==> config.mk <==
export PLATFORM = sky130hd
export DESIGN_NAME = cpu4_core
export DESIGN_NICKNAME = d
export VERILOG_FILES = /design/src/rtl/cpu4_pkg.sv /design/src/rtl/cpu4_decode.sv /design/src/rtl/cpu4_alu.sv /design/src/rtl/cpu4_datamem.sv /design/src/rtl/cpu4_flow.sv /design/src/rtl/cpu4_core.sv
export SDC_FILE = /design/constraint.sdc
export NUM_CORES = 1
export LEC_CHECK = 0
export BUFFER_PORTS_ARGS = -buffer_cell sky130_fd_sc_hd__buf_4
export CAP_MARGIN = 20
export CELL_PAD_IN_SITES_DETAIL_PLACEMENT = 1
export CELL_PAD_IN_SITES_GLOBAL_PLACEMENT = 1
export CORE_ASPECT_RATIO = 1.75
export CORE_UTILIZATION = 25
export CTS_CLUSTER_DIAMETER = 30
export CTS_CLUSTER_SIZE = 12
export DETAILED_ROUTE_END_ITERATION = 10
export GPL_TIMING_DRIVEN = 0
export HOLD_SLACK_MARGIN = 0.06
export PLACE_DENSITY = 0.47
export SETUP_SLACK_MARGIN = 0.15
export SYNTH_ARGS = -nofsm -noshare
export SYNTH_HDL_FRONTEND = slang
export SYNTH_SLANG_ARGS = --single-unit
==> constraint.sdc <==
create_clock -name clk_i -period 4.6 [get_ports clk_i]
set_clock_uncertainty 0.15 [all_clocks]
set_input_delay 0 -clock clk_i [delete_from_list [all_inputs] [get_ports clk_i]]
set_output_delay 0 -clock clk_i [all_outputs]
set_load 0.005 [all_outputs]
==> src/rtl/cpu4_pkg.sv <==
package cpu4_pkg;
  typedef enum logic [2:0] {
    OP_LOAD  = 3'd0,
    OP_ADD   = 3'd1,
    OP_NAND  = 3'd2,
    OP_XOR   = 3'd3,
    OP_STORE = 3'd4,
    OP_READ  = 3'd5,
    OP_JUMP  = 3'd6,
    OP_JNC   = 3'd7
  } op_e;

  typedef enum logic [1:0] {
    FN_ADD  = 2'd0,
    FN_LOAD = 2'd1,
    FN_NAND = 2'd2,
    FN_XOR  = 2'd3
  } alu_fn_e;

  typedef struct packed {
    logic    acc_we;
    alu_fn_e fn;
    logic    use_mem;
    logic    store;
    logic    read;
    logic    jump;
    logic    jnc;
    logic    is_add;
  } ctrl_t;
endpackage

==> src/rtl/cpu4_decode.sv <==
module cpu4_decode
  import cpu4_pkg::*;
(
  input  logic [3:0] inst_i,
  output ctrl_t      ctrl_o
);
  op_e op;
  assign op = op_e'(inst_i[3:1]);

  always_comb begin
    ctrl_o         = '0;
    ctrl_o.use_mem = inst_i[0];
    ctrl_o.fn      = FN_LOAD;
    unique case (op)
      OP_LOAD:  begin ctrl_o.acc_we = 1'b1; ctrl_o.fn = FN_LOAD; end
      OP_ADD:   begin ctrl_o.acc_we = 1'b1; ctrl_o.fn = FN_ADD; ctrl_o.is_add = 1'b1; end
      OP_NAND:  begin ctrl_o.acc_we = 1'b1; ctrl_o.fn = FN_NAND; end
      OP_XOR:   begin ctrl_o.acc_we = 1'b1; ctrl_o.fn = FN_XOR; end
      OP_STORE: ctrl_o.store = 1'b1;
      OP_READ:  ctrl_o.read  = 1'b1;
      OP_JUMP:  ctrl_o.jump  = 1'b1;
      OP_JNC:   ctrl_o.jnc   = 1'b1;
      default:  ;
    endcase
  end
endmodule

==> src/rtl/cpu4_alu.sv <==
module cpu4_alu
  import cpu4_pkg::*;
#(
  parameter int DW = 4
) (
  input  alu_fn_e       fn_i,
  input  logic [DW-1:0] a_i,
  input  logic [DW-1:0] b_i,
  output logic [DW-1:0] y_o,
  output logic          carry_o
);
  logic [DW:0] sum;
  assign sum = {1'b0, a_i} + {1'b0, b_i};

  always_comb begin
    carry_o = 1'b0;
    unique case (fn_i)
      FN_ADD:  begin y_o = sum[DW-1:0]; carry_o = sum[DW]; end
      FN_LOAD: y_o = b_i;
      FN_NAND: y_o = ~(a_i & b_i);
      FN_XOR:  y_o = a_i ^ b_i;
      default: y_o = b_i;
    endcase
  end
endmodule

==> src/rtl/cpu4_datamem.sv <==
module cpu4_datamem #(
  parameter int DW = 4
) (
  input  logic          clk_i,
  input  logic          rst_ni,
  input  logic          en_i,
  input  logic          store_i,
  input  logic          read_i,
  input  logic [DW-1:0] addr_i,
  input  logic [DW-1:0] acc_i,
  input  logic [DW-1:0] in_port_i,
  output logic [DW-1:0] rd_data_o,
  output logic [DW-1:0] out_port_o
);
  localparam int DEPTH = 2 ** DW;
  localparam logic [DW-1:0] IO_ADDR = DW'(DEPTH - 1);

  logic [DW-1:0] mem_q [DEPTH];
  logic [DW-1:0] mar_q;
  logic          wr_pend_q;
  logic [DW-1:0] out_q;

  always_ff @(posedge clk_i or negedge rst_ni) begin
    if (!rst_ni) begin
      mar_q     <= '0;
      wr_pend_q <= 1'b0;
    end else if (en_i) begin
      wr_pend_q <= store_i;
      if (store_i || read_i) mar_q <= addr_i;
    end
  end

  // delayed write: uses address latched by the preceding STORE
  always_ff @(posedge clk_i or negedge rst_ni) begin
    if (!rst_ni) begin
      for (int i = 0; i < DEPTH; i++) mem_q[i] <= '0;
      out_q <= '0;
    end else if (en_i && wr_pend_q) begin
      if (mar_q == IO_ADDR) out_q <= acc_i;
      else                  mem_q[mar_q] <= acc_i;
    end
  end

  // bypass covers the read in the write cycle
  always_comb begin
    if (wr_pend_q)              rd_data_o = acc_i;
    else if (mar_q == IO_ADDR)  rd_data_o = in_port_i;
    else                        rd_data_o = mem_q[mar_q];
  end

  assign out_port_o = out_q;

  AST_STORE_PENDS: assert property (@(posedge clk_i) disable iff (!rst_ni)
    (en_i && store_i) |=> wr_pend_q);
  AST_BYPASS_ACC: assert property (@(posedge clk_i) disable iff (!rst_ni)
    wr_pend_q |-> (rd_data_o == acc_i));
  AST_OUT_ONLY_IO_WR: assert property (@(posedge clk_i) disable iff (!rst_ni)
    !(en_i && wr_pend_q && mar_q == IO_ADDR) |=> $stable(out_q));
  AST_IO_READ: assert property (@(posedge clk_i) disable iff (!rst_ni)
    (!wr_pend_q && mar_q == IO_ADDR) |-> (rd_data_o == in_port_i));
endmodule

==> src/rtl/cpu4_flow.sv <==
module cpu4_flow #(
  parameter int DW  = 4,
  parameter int PCW = 8
) (
  input  logic           clk_i,
  input  logic           rst_ni,
  input  logic           en_i,
  input  logic           jump_i,
  input  logic           jnc_i,
  input  logic           is_add_i,
  input  logic           carry_i,
  input  logic [DW-1:0]  target_i,
  output logic [PCW-1:0] pc_o
);
  logic [PCW-1:0] pc_q;
  logic           add_q, carry_q;
  logic           take;

  assign take = jump_i | (jnc_i & ~(add_q & carry_q));

  always_ff @(posedge clk_i or negedge rst_ni) begin
    if (!rst_ni) begin
      pc_q    <= '0;
      add_q   <= 1'b0;
      carry_q <= 1'b0;
    end else if (en_i) begin
      add_q   <= is_add_i;
      carry_q <= is_add_i & carry_i;
      if (take) pc_q <= {pc_q[PCW-1:DW], target_i};
      else      pc_q <= pc_q + PCW'(1);
    end
  end

  assign pc_o = pc_q;

  AST_PC_STEP: assert property (@(posedge clk_i) disable iff (!rst_ni)
    (en_i && !jump_i && !jnc_i) |=> (pc_q == $past(pc_q) + PCW'(1)));
  AST_PC_HOLD: assert property (@(posedge clk_i) disable iff (!rst_ni)
    !en_i |=> $stable(pc_q));
  AST_JUMP_PAGE: assert property (@(posedge clk_i) disable iff (!rst_ni)
    (en_i && jump_i) |=> (pc_q == {$past(pc_q[PCW-1:DW]), $past(target_i)}));
  AST_JNC_UNCOND: assert property (@(posedge clk_i) disable iff (!rst_ni)
    (en_i && jnc_i && !add_q) |=> (pc_q[DW-1:0] == $past(target_i)));
endmodule

==> src/rtl/cpu4_core.sv <==
module cpu4_core
  import cpu4_pkg::*;
#(
  parameter int DW       = 4,
  parameter int PCW      = 8,
  parameter bit CONST_HI = 1'b1
) (
  input  logic           clk_i,
  input  logic           rst_ni,
  input  logic           en_i,
  output logic [PCW-1:0] pc_o,
  input  logic [2*DW-1:0] prog_i,
  input  logic [DW-1:0]  in_port_i,
  output logic [DW-1:0]  out_port_o,
  output logic [DW-1:0]  acc_o
);
  logic [DW-1:0] inst, konst, operand, mem_rd, alu_y;
  logic [DW-1:0] acc_q;
  logic          alu_c;
  ctrl_t         ctrl;

  generate
    if (CONST_HI) begin : g_const_hi
      assign konst = prog_i[2*DW-1:DW];
      assign inst  = prog_i[DW-1:0];
    end else begin : g_const_lo
      assign konst = prog_i[DW-1:0];
      assign inst  = prog_i[2*DW-1:DW];
    end
  endgenerate

  cpu4_decode u_dec (.inst_i(inst[3:0]), .ctrl_o(ctrl));

  assign operand = ctrl.use_mem ? mem_rd : konst;

  cpu4_alu #(.DW(DW)) u_alu (
    .fn_i(ctrl.fn), .a_i(acc_q), .b_i(operand), .y_o(alu_y), .carry_o(alu_c)
  );

  cpu4_datamem #(.DW(DW)) u_mem (
    .clk_i(clk_i), .rst_ni(rst_ni), .en_i(en_i),
    .store_i(ctrl.store), .read_i(ctrl.read), .addr_i(operand),
    .acc_i(acc_q), .in_port_i(in_port_i),
    .rd_data_o(mem_rd), .out_port_o(out_port_o)
  );

  cpu4_flow #(.DW(DW), .PCW(PCW)) u_flow (
    .clk_i(clk_i), .rst_ni(rst_ni), .en_i(en_i),
    .jump_i(ctrl.jump), .jnc_i(ctrl.jnc), .is_add_i(ctrl.is_add),
    .carry_i(alu_c), .target_i(operand), .pc_o(pc_o)
  );

  always_ff @(posedge clk_i or negedge rst_ni) begin
    if (!rst_ni)                 acc_q <= '0;
    else if (en_i && ctrl.acc_we) acc_q <= alu_y;
  end

  assign acc_o = acc_q;

  AST_ACC_HOLD: assert property (@(posedge clk_i) disable iff (!rst_ni)
    (!en_i || !ctrl.acc_we) |=> $stable(acc_o));
  AST_ACC_LOAD: assert property (@(posedge clk_i) disable iff (!rst_ni)
    (en_i && ctrl.acc_we && ctrl.fn == FN_LOAD) |=> (acc_o == $past(operand)));
endmodule

==> impl_metrics.py, run 1 <==
metrics = {
    "status": {
        "status": "completed",
    },
    "logic_synthesis": {
        "synth.top_cells.by_area": "dfrtp_1 (49%), mux2_2 (19%), mux4_2 (4.8%)",
        "yosysWarnings": 0,
        "synth_seq_area_share": 0.487,
        "synth_cell_types": 53,
        "syn_nets": 379,
        "synth_area_um2": 4270,
        "synth-edff-count": 0,
        "syn_inst": 358,
        "synth-main-ff-cell": "dfrtp_1",
        "syn_avg_cell_area_um2": 11.9,
        "synth.ff_latch_count": 83,
        "async_reset_ff_frac": 1.00,
        "synth_top_area_frac": 0.487,
        "synth_area_leader_cell": "dfrtp_1",
    },
    "floorplanning": {
        "num_rows": 62,
        "die_h_um": 175,
        "die_w_um": 101,
        "dieArea_um2": 17600,
        "core-area_um2": 16500,
        "start_util": 0.258,
        "ioPinCount": 31,
    },
    "setup_path": {
        "critical_path_class": "flip-flop to flip-flop",
        "r2r_slack_ns": 0.76,
        "setup.worst_path.start_class": "flip-flop",
        "reg2reg_depth": 12,
        "crit_path_max_fanout": 10,
        "critPathLaunch": "u_mem.mar_q[1]",
        "cp.required_ns": 4.66,
        "r2r-start": "u_mem.mar_q[1]",
        "cp.arrival_ns": 3.90,
        "endpoint_kind": "flip-flop",
    },
    "final_layout": {
        "final_cell_mix": "dfrtp_1 (83), mux2_2 (71), buf_4 (30), nand2_1 (23), nor2_1 (21)",
        "fin_util": 0.314,
        "fin_area_um2": 5180,
        "num-fill-cells": 1842,
        "final_cells": 636,
        "drive_above_1_share": 0.335,
        "layout_commonest_cell": "dfrtp_1",
        "syn_to_final_growth_pct": 21.5,
        "diodes": 0,
        "nets": 428,
    },
    "cts": {
        "path_clk_slew_ns": 0.07,
        "cts_max_level": 3,
        "cts_inserted_buffers": 9,
        "cts_sinks": 83,
        "cts_root_buf": "clkbuf_16",
        "cts_buffer_depth": 2,
        "clk_latency_ns": 0.34,
        "cts_tree": "yes",
    },
    "global_route": {
        "antenna_found_initial": 0,
        "grt_pass1_wl_um": 20500,
        "grt_pass1_vias": 3516,
        "grt.overflow.total": 0,
        "grt_max_degree": 43,
        "track_usage": 0.159,
    },
    "power": {
        "totalPowerFinal_mw": 2.66,
        "pwr-share-seq": 0.408,
        "swShare": 0.354,
        "p_comb_frac": 0.329,
        "irDropWorstVdd_mv": 0.154,
        "power.leakage_nw": 2.32,
        "clkPwrFrac": 0.264,
        "p_int_mw": 1.72,
        "power_density_nw_per_um2": 513,
        "p_sw_mw": 0.942,
    },
    "timing": {
        "finalCriticalPeriod_ns": 3.84,
        "grt_setup_unrepaired": "false",
        "setup_tns_ns": 0,
        "drv_slew": 0,
        "relSlewSlack": 0.506,
        "worst_pin_slew_ns": 0.735,
        "report.final.setup_viol": 0,
        "fmax_mhz": 260,
        "timing.final.crit_share": 0.836,
        "hold_viol": 0,
    },
    "routing": {
        "routed_wl_um": 13000,
        "drt-pass1-iter-count": 4,
        "first_iter_violations": 100,
        "drt-wirelength-per-cell_um": 20.5,
        "ant_nets": 0,
        "viasPerCell": 4.81,
        "routed-via-count": 3062,
        "drc": 0,
    },
    "placed_design": {
        "dp_cells": 611,
        "io_buffer_count": 27,
        "hpwl_um": 9760,
        "finalWeightedCongestion": 0.807,
        "place_area_um2": 4800,
    },
    "min_path": {
        "hold_path.class": "input pin to flip-flop",
        "hold_depth": 5,
        "hold_start": "prog_i[6]",
    },
    "job": {
        "maxCapViolCount": 0,
    },
}
per-stage QoR:
stage	hold slack, ns	setup slack (ns)
6_report	0.126	0.757
5_1_grt	0.179	0.592
4_1_cts	0.116	0.703
3_5_place_dp	-0.129	0.733
3_3_place_gp	0.135	0.755
2_1_floorplan	-0.446	1.36
Yosys cell counts (2+ instances only):
master / number
a21oi_1: 13
inv_1: 9
nand3_1: 10
o31ai_1: 6
nand2b_1: 5
nor3_1: 6
mux2_2: 71
buf_2: 3
nand2_1: 23
mux2i_1: 6
o21ai_0: 14
o221ai_1: 3
buf_6: 2
buf_4: 3
dfrtp_1: 83
mux4_2: 9
ha_1: 5
o2bb2ai_1: 3
o211ai_1: 3
xnor2_1: 2
nand4_1: 4
and3_1: 5
xor2_1: 2
nor2b_1: 4
or2_2: 2
and2_1: 2
clkbuf_1: 10
o22ai_1: 3
nor2_1: 21
a221oi_1: 2
a21o_1: 2
critical path: stages, from the launching register on:
cell	delay, ns
dfrtp_1	0.35
buf_6	0.19
mux4_2	0.53
mux2i_1	0.29
nor3_1	0.13
a2111oi_4	0.49
nor2_1	0.09
ha_1	0.24
fa_1	0.42
mux2_2	0.29
a221oi_1	0.32
o2bb2ai_1	0.16
a21oi_1	0.06
worst paths after layout:
kind / endpoint
worst max-delay path: acc_o[2]
worst min-delay path: acc_o[2]
worst max register to register: acc_o[2]
worst min register to register: u_flow.pc_o[7]
max in group asynchronous: u_mem.mem_q[18]
min in group asynchronous: acc_o[2]
state kept, by name, summed over array words and instances, names as in the netlist:
register / count
acc_o: 4
u_flow.add_q: 1
u_flow.carry_q: 1
u_flow.pc_o: 8
u_mem.mar_q: 4
u_mem.mem_q: 60
u_mem.out_port_o: 4
u_mem.wr_pend_q: 1
repair_timing:
action,4_1_cts,5_1_grt
setup endpoints to repair,0,0
setup buffers,0,0
hold buffers,9,0
resized for setup,0,0
endpoints found under the hold margin,91,0
power by group through the flow:
stage | clock, mW | sequential [mW] | combinational (mW)
final | 0.701 | 1.08 | 0.875
after global routing | 0.743 | 1.11 | 0.960
after CTS | 0.719 | 1.09 | 0.892
after detailed placement | 0 | 1.10 | 0.880
after global placement | 0 | 1.09 | 0.858
after floorplan | 0 | 1.02 | 0.584
area by class of cell:
cell class                 instances  area [um^2]  share of cell area
buffer                            19          101              0.0196
clock buffer                      10          239              0.0461
clock inverter                     6         48.8             0.00942
inverter                           9         33.8             0.00652
multi-input combinational        247         2050               0.396
sequential                        83         2080               0.401
tap                              224          280              0.0541
timing repair buffer              38          348              0.0671
routing by layer:
metal | track usage | vias up | part of all wire
met3 | 0.0220 | 21 | 0.019
met4 | 0.0700 | 0 | 0.032
li1 | - | 1414 | -
met5 | 0 | - | 0
met1 | 0.176 | 1576 | 0.40
met2 | 0.296 | 51 | 0.55
cells by family after synthesis:
| family | count (synthesis) | share of synthesized area |
|---|---|---|
| compound gates | 63 | 0.103 |
| xor+xnor | 4 | 0.00822 |
| fa+ha+maj | 6 | 0.0194 |
| buf+inv | 28 | 0.0317 |
| flops | 83 | 0.487 |
| mux | 86 | 0.249 |
| simple gates | 88 | 0.102 |
(Power assumes the default switching activity.)
==> run 2, diff against run 1 <==
==> constraint.sdc (replaced) <==
create_clock -name clk_i -period 3.8 [get_ports clk_i]
set_clock_uncertainty 0.15 [all_clocks]
set_input_delay 0 -clock clk_i [delete_from_list [all_inputs] [get_ports clk_i]]
set_output_delay 0 -clock clk_i [all_outputs]
set_load 0.005 [all_outputs]
==> impl_metrics.py, run 2 (synthesized netlist as in run 1, its figures left out) <==
metrics = {
    "status": {
        "status": "completed",
    },
    "timing": {
        "drv_slew": 0,
        "timing.final.crit_share": 0.924,
        "hold_viol": 0,
        "grt_setup_unrepaired": "false",
        "report.final.setup_viol": 0,
        "setup_tns_ns": 0,
        "relSlewSlack": 0.510,
        "worst_pin_slew_ns": 0.729,
        "finalCriticalPeriod_ns": 3.51,
        "fmax_mhz": 285,
    },
    "setup_path": {
        "slowest_delay_ns": 0.56,
        "cp.required_ns": 3.87,
        "endpoint_kind": "flip-flop",
        "setup.worst_path.start_class": "flip-flop",
        "crit_buf_inv": 2,
        "cp.arrival_ns": 3.58,
        "crit_path_max_fanout": 10,
        "cp_top_family": "compound AO/OA/AOI/OAI gates",
        "critical_path_class": "flip-flop to flip-flop",
        "cp_slowest_cell": "mux4_2",
        "worstPathCellList": "buf_8 > buf_8 > mux4_2 > a22oi_2 > o211ai_1 > nand2_2 > nor2_1 > ha_1 > a21o_1 > a21oi_1 > mux2_2 > a221oi_2 > a21oi_1",
    },
    "cts": {
        "cts_root_buf": "clkbuf_16",
        "path_clk_slew_ns": 0.07,
        "cts_sinks": 83,
        "cts_inserted_buffers": 9,
        "cts_buffer_depth": 2,
        "clk_latency_ns": 0.34,
        "cts_tree": "yes",
        "cts_max_level": 3,
    },
    "floorplanning": {
        "dieArea_um2": 17600,
        "die_h_um": 175,
        "core-area_um2": 16500,
        "ioPinCount": 31,
        "num_rows": 62,
        "die_w_um": 101,
        "start_util": 0.258,
    },
    "final_layout": {
        "drive_above_1_share": 0.357,
        "nets": 430,
        "num-fill-cells": 1835,
        "syn_to_final_growth_pct": 22.7,
        "diodes": 0,
        "largest-register": "u_mem.mem_q",
        "layout_commonest_cell": "dfrtp_1",
        "final_cell_mix": "dfrtp_1 (82), mux2_2 (71), buf_4 (32), nand2_1 (22), nor2_1 (21)",
        "largest_register_ffs": 60,
    },
    "placed_design": {
        "finalWeightedCongestion": 0.807,
        "hpwl_um": 9760,
        "io_buffer_count": 27,
    },
    "min_path": {
        "hold_path.class": "input pin to flip-flop",
    },
    "global_route": {
        "track_usage": 0.159,
        "antenna_found_initial": 0,
        "grt_pass1_wl_um": 20500,
        "met2_usage": 0.300,
        "grt.met1_usage": 0.176,
        "grt_use_met3": 0.0220,
        "grt.overflow.total": 0,
        "grt_max_degree": 43,
        "busiest_layer": "met2",
        "grt_pass1_vias": 3527,
    },
    "routing": {
        "ant_nets": 0,
        "routed_wl_um": 13100,
        "drc": 0,
        "first_iter_violations": 90,
        "drt-pass1-iter-count": 4,
        "routed-via-count": 3092,
        "viasPerCell": 4.85,
        "drt-wirelength-per-cell_um": 20.5,
    },
    "job": {
        "maxCapViolCount": 0,
    },
    "power": {
        "power.leakage_nw": 2.33,
        "irDropWorstVdd_mv": 0.190,
        "power_density_nw_per_um2": 622,
        "totalPowerFinal_mw": 3.26,
    },
}
[run 2: changes by cell type in the layout (fill, tap and decap cells not counted), sizes merged]
cell / previous run / this run
buf: 38 / 40
[run 2: final timing paths]
| check | depth (start not counted) | from | slack [ns] | end |
|---|---|---|---|---|
| worst max-delay path | 13 | u_mem.mar_q[1] | 0.29 | acc_o[3] |
| worst min-delay path | 5 | prog_i[6] | 0.05 | acc_o[2] |
| worst max register to register | 13 | u_mem.mar_q[1] | 0.29 | acc_o[3] |
| worst min register to register | 1 | u_flow.pc_o[7] | 0.33 | u_flow.pc_o[7] |
| max in group asynchronous | 5 | rst_ni | 2.05 | u_mem.mem_q[18] |
| min in group asynchronous | 4 | rst_ni | 0.58 | acc_o[2] |
[run 2: power by group]
group          leakage, nW  internal [mW]  switching [mW]  total, mW
logic                 1.09          0.538           0.558       1.10
clock network        0.137          0.467           0.382      0.848
registers             1.11           1.10           0.213       1.31
total                 2.33           2.10            1.15       3.26
[run 2: repair_timing]
action | in CTS | in global routing
endpoints found under the hold margin | 91 | 0
setup endpoints to repair | 2 | 2
setup buffers | 1 | 1
resized for setup | 5 | 6
hold buffers | 9 | 0
pin swaps | 1 | 1
[run 2: final cells by class]
class	count	area, um^2	share of cell area
clock inverter	6	48.8	0.00932
inverter	9	33.8	0.00645
timing repair buffer	40	363	0.0693
sequential	83	2080	0.397
tap	224	280	0.0536
buffer	19	110	0.0210
multi-input combinational	247	2080	0.398
clock buffer	10	239	0.0457
[run 2: tightest hold or removal path, delay by kind of cell]
| kind | cells | cell delay (ns) |
|---|---|---|
| AO/OA/AOI/OAI | 4 | 0.42 |
| buffers and inverters | 1 | 0.08 |
[run 2: metrics by stage]
| stage | utilization | hold WS, ns | setup WS [ns] | cells | cell area (um^2) |
|---|---|---|---|---|---|
| after floorplan | - | -0.446 | 0.557 | 358 | 4270 |
| after global placement | 0.287 | 0.135 | -0.0449 | 609 | 4750 |
| after detailed placement | 0.291 | -0.129 | -0.0667 | 611 | 4800 |
| after CTS | 0.315 | 0.116 | 0.155 | 637 | 5200 |
| after global routing | 0.317 | 0.123 | 0.153 | 638 | 5230 |
| final | 0.317 | 0.0540 | 0.291 | 638 | 5230 |
[run 2: per-layer routing]
layer | up-vias | part of all wire
li1 | 1417 | -
met1 | 1605 | 0.40
met2 | 52 | 0.56
met3 | 18 | 0.018
met4 | 0 | 0.025
met5 | - | 0
==> run 3, diff against run 2 <==
--- a/config.mk
+++ b/config.mk
@@ -7,8 +7,6 @@
 export LEC_CHECK = 0
 export BUFFER_PORTS_ARGS = -buffer_cell sky130_fd_sc_hd__buf_4
 export CAP_MARGIN = 20
-export CELL_PAD_IN_SITES_DETAIL_PLACEMENT = 1
-export CELL_PAD_IN_SITES_GLOBAL_PLACEMENT = 1
 export CORE_ASPECT_RATIO = 1.75
 export CORE_UTILIZATION = 25
 export CTS_CLUSTER_DIAMETER = 30
@@ -16,7 +14,7 @@
 export DETAILED_ROUTE_END_ITERATION = 10
 export GPL_TIMING_DRIVEN = 0
 export HOLD_SLACK_MARGIN = 0.06
-export PLACE_DENSITY = 0.47
+export PLACE_DENSITY = 0.41
 export SETUP_SLACK_MARGIN = 0.15
 export SYNTH_ARGS = -nofsm -noshare
 export SYNTH_HDL_FRONTEND = slang
==> impl_metrics.py, run 3 (synthesized netlist as in run 1, its figures left out) <==
metrics = {
    "timing": {
        "holdWs_ns": 0.0819,
        "hold_viol": 0,
        "report.final.setup_viol": 0,
        "relSlewSlack": 0.534,
        "timing.final.crit_share": 0.934,
        "grt_setup_unrepaired": "false",
        "fmax_mhz": 282,
        "finalCriticalPeriod_ns": 3.55,
        "worst_pin_slew_ns": 0.694,
        "drv_slew": 0,
    },
    "final_layout": {
        "diodes": 0,
        "nets": 431,
        "final_cell_mix": "dfrtp_1 (82), mux2_2 (71), buf_4 (32), nand2_1 (22), nor2_1 (21)",
        "layout_commonest_cell": "dfrtp_1",
        "largest_register_ffs": 60,
        "drive_above_1_share": 0.366,
        "fin_area_um2": 5260,
        "fin_util": 0.319,
        "num-fill-cells": 1685,
        "largest-register": "u_mem.mem_q",
        "syn_to_final_growth_pct": 23.4,
    },
    "power": {
        "power.leakage_nw": 2.35,
        "clkPwrFrac": 0.260,
        "swShare": 0.359,
        "p_comb_frac": 0.344,
        "p_sw_mw": 1.18,
        "p_int_mw": 2.11,
        "pwr-share-seq": 0.396,
        "irDropWorstVdd_mv": 0.209,
        "totalPowerFinal_mw": 3.29,
        "power_density_nw_per_um2": 626,
    },
    "setup_path": {
        "cp_top_family": "multiplexers",
        "crit_path_max_fanout": 10,
        "cp_slowest_cell": "mux4_2",
        "setup.worst_path.start_class": "flip-flop",
        "cp.required_ns": 3.86,
        "crit_end": "acc_o[2]",
        "slowest_delay_ns": 0.54,
        "cp.arrival_ns": 3.61,
        "critPathLaunch": "u_mem.mar_q[1]",
        "crit_buf_inv": 1,
        "r2r-start": "u_mem.mar_q[1]",
        "r2r_slack_ns": 0.25,
        "critical_path_class": "flip-flop to flip-flop",
        "reg2reg_depth": 12,
        "r2r-end": "acc_o[2]",
        "worstPathCellList": "buf_12 > mux4_2 > mux2i_4 > nor3_2 > a2111oi_4 > nor2_1 > ha_2 > fa_2 > mux2_2 > a221oi_4 > o2bb2ai_1 > a21oi_1",
        "endpoint_kind": "flip-flop",
        "cp.depth": 12,
    },
    "cts": {
        "cts_sinks": 83,
        "cts_tree": "yes",
        "cts_root_buf": "clkbuf_16",
        "path_clk_slew_ns": 0.07,
        "cts_max_level": 3,
        "cts_buffer_depth": 2,
        "cts_inserted_buffers": 9,
        "clk_latency_ns": 0.34,
    },
    "routing": {
        "viasPerCell": 4.81,
        "ant_nets": 0,
        "first_iter_violations": 105,
        "drt-wirelength-per-cell_um": 19.6,
        "routed_wl_um": 12500,
        "drc": 0,
        "routed-via-count": 3076,
        "drt-pass1-iter-count": 5,
    },
    "floorplanning": {
        "die_h_um": 175,
        "die_w_um": 101,
        "ioPinCount": 31,
        "num_rows": 62,
        "dieArea_um2": 17600,
        "start_util": 0.258,
        "core-area_um2": 16500,
    },
    "global_route": {
        "grt_max_degree": 84,
        "grt_pass1_vias": 3250,
        "track_usage": 0.153,
        "grt_pass1_wl_um": 19600,
        "antenna_found_initial": 0,
        "grt.overflow.total": 0,
    },
    "placed_design": {
        "place_area_um2": 4750,
        "finalWeightedCongestion": 0.822,
        "io_buffer_count": 27,
        "hpwl_um": 8940,
    },
    "job": {
        "maxCapViolCount": 0,
    },
    "min_path": {
        "hold_path.class": "input pin to flip-flop",
    },
    "status": {
        "status": "completed",
    },
}
[run 3: power by group through the flow]
stage / clock (mW) / combinational [mW] / sequential, mW
after floorplan: 0 / 0.707 / 1.24
after global placement: 0 / 1.03 / 1.31
after detailed placement: 0 / 1.05 / 1.32
after CTS: 0.880 / 1.08 / 1.31
after global routing: 0.919 / 1.23 / 1.34
final: 0.857 / 1.13 / 1.30
[run 3: routing by layer]
layer	GRT usage	vias up	routed length [um]
met5	0	-	0
met4	0.0815	0	491
met3	0.0240	21	343
met2	0.275	53	6840
met1	0.170	1577	4870
li1	-	1425	-
[run 3: tightest hold or removal path: stages]
cell,delay (ns)
buf_4,0.11
o221ai_1,0.16
a41oi_1,0.07
o21bai_1,0.13
a21oi_1,0.07
[run 3: worst min path at each step]
stage	from	to	slack [ns]	cells past startpoint
4_1_cts	in_port_i[3]	acc_o[3]	0.07	5
3_3_place_gp	rst_ni	acc_o[2]	0.12	1
2_1_floorplan	rst_ni	acc_o[0]	-0.45	0
6_report	in_port_i[3]	acc_o[3]	0.08	5
5_1_grt	prog_i[6]	acc_o[2]	0.11	5
3_5_place_dp	rst_ni	u_flow.carry_q	0.14	1
[run 3: cell type report]
type                            count  area (um^2)  area share
Multi-Input combinational cell    247         2110       0.401
Sequential cell                    83         2080       0.395
Timing Repair Buffer               41          353      0.0670
Tap cell                          224          280      0.0532
Clock buffer                        9          225      0.0428
Buffer                             19          123      0.0233
Clock inverter                      7         60.1      0.0114
Inverter                            9         33.8     0.00642
[run 3: timing repair]
action | in CTS | in global routing
pin swaps | 1 | 3
buffers inserted | 0 | 3
setup endpoints to repair | 2 | 3
hold endpoints to repair | 93 | 2
hold buffers | 9 | 1
gates resized for setup | 6 | 14
[run 3: through the flow]
| stage | instances | setup WS, ns | TNS (ns) |
|---|---|---|---|
| detailed placement | 609 | -0.130 | -0.130 |
| floorplan | 358 | 0.557 | 0 |
| global placement | 609 | -0.124 | -0.124 |
| CTS | 634 | 0.137 | 0 |
| global route | 639 | 0.142 | 0 |
| finish | 639 | 0.251 | 0 |
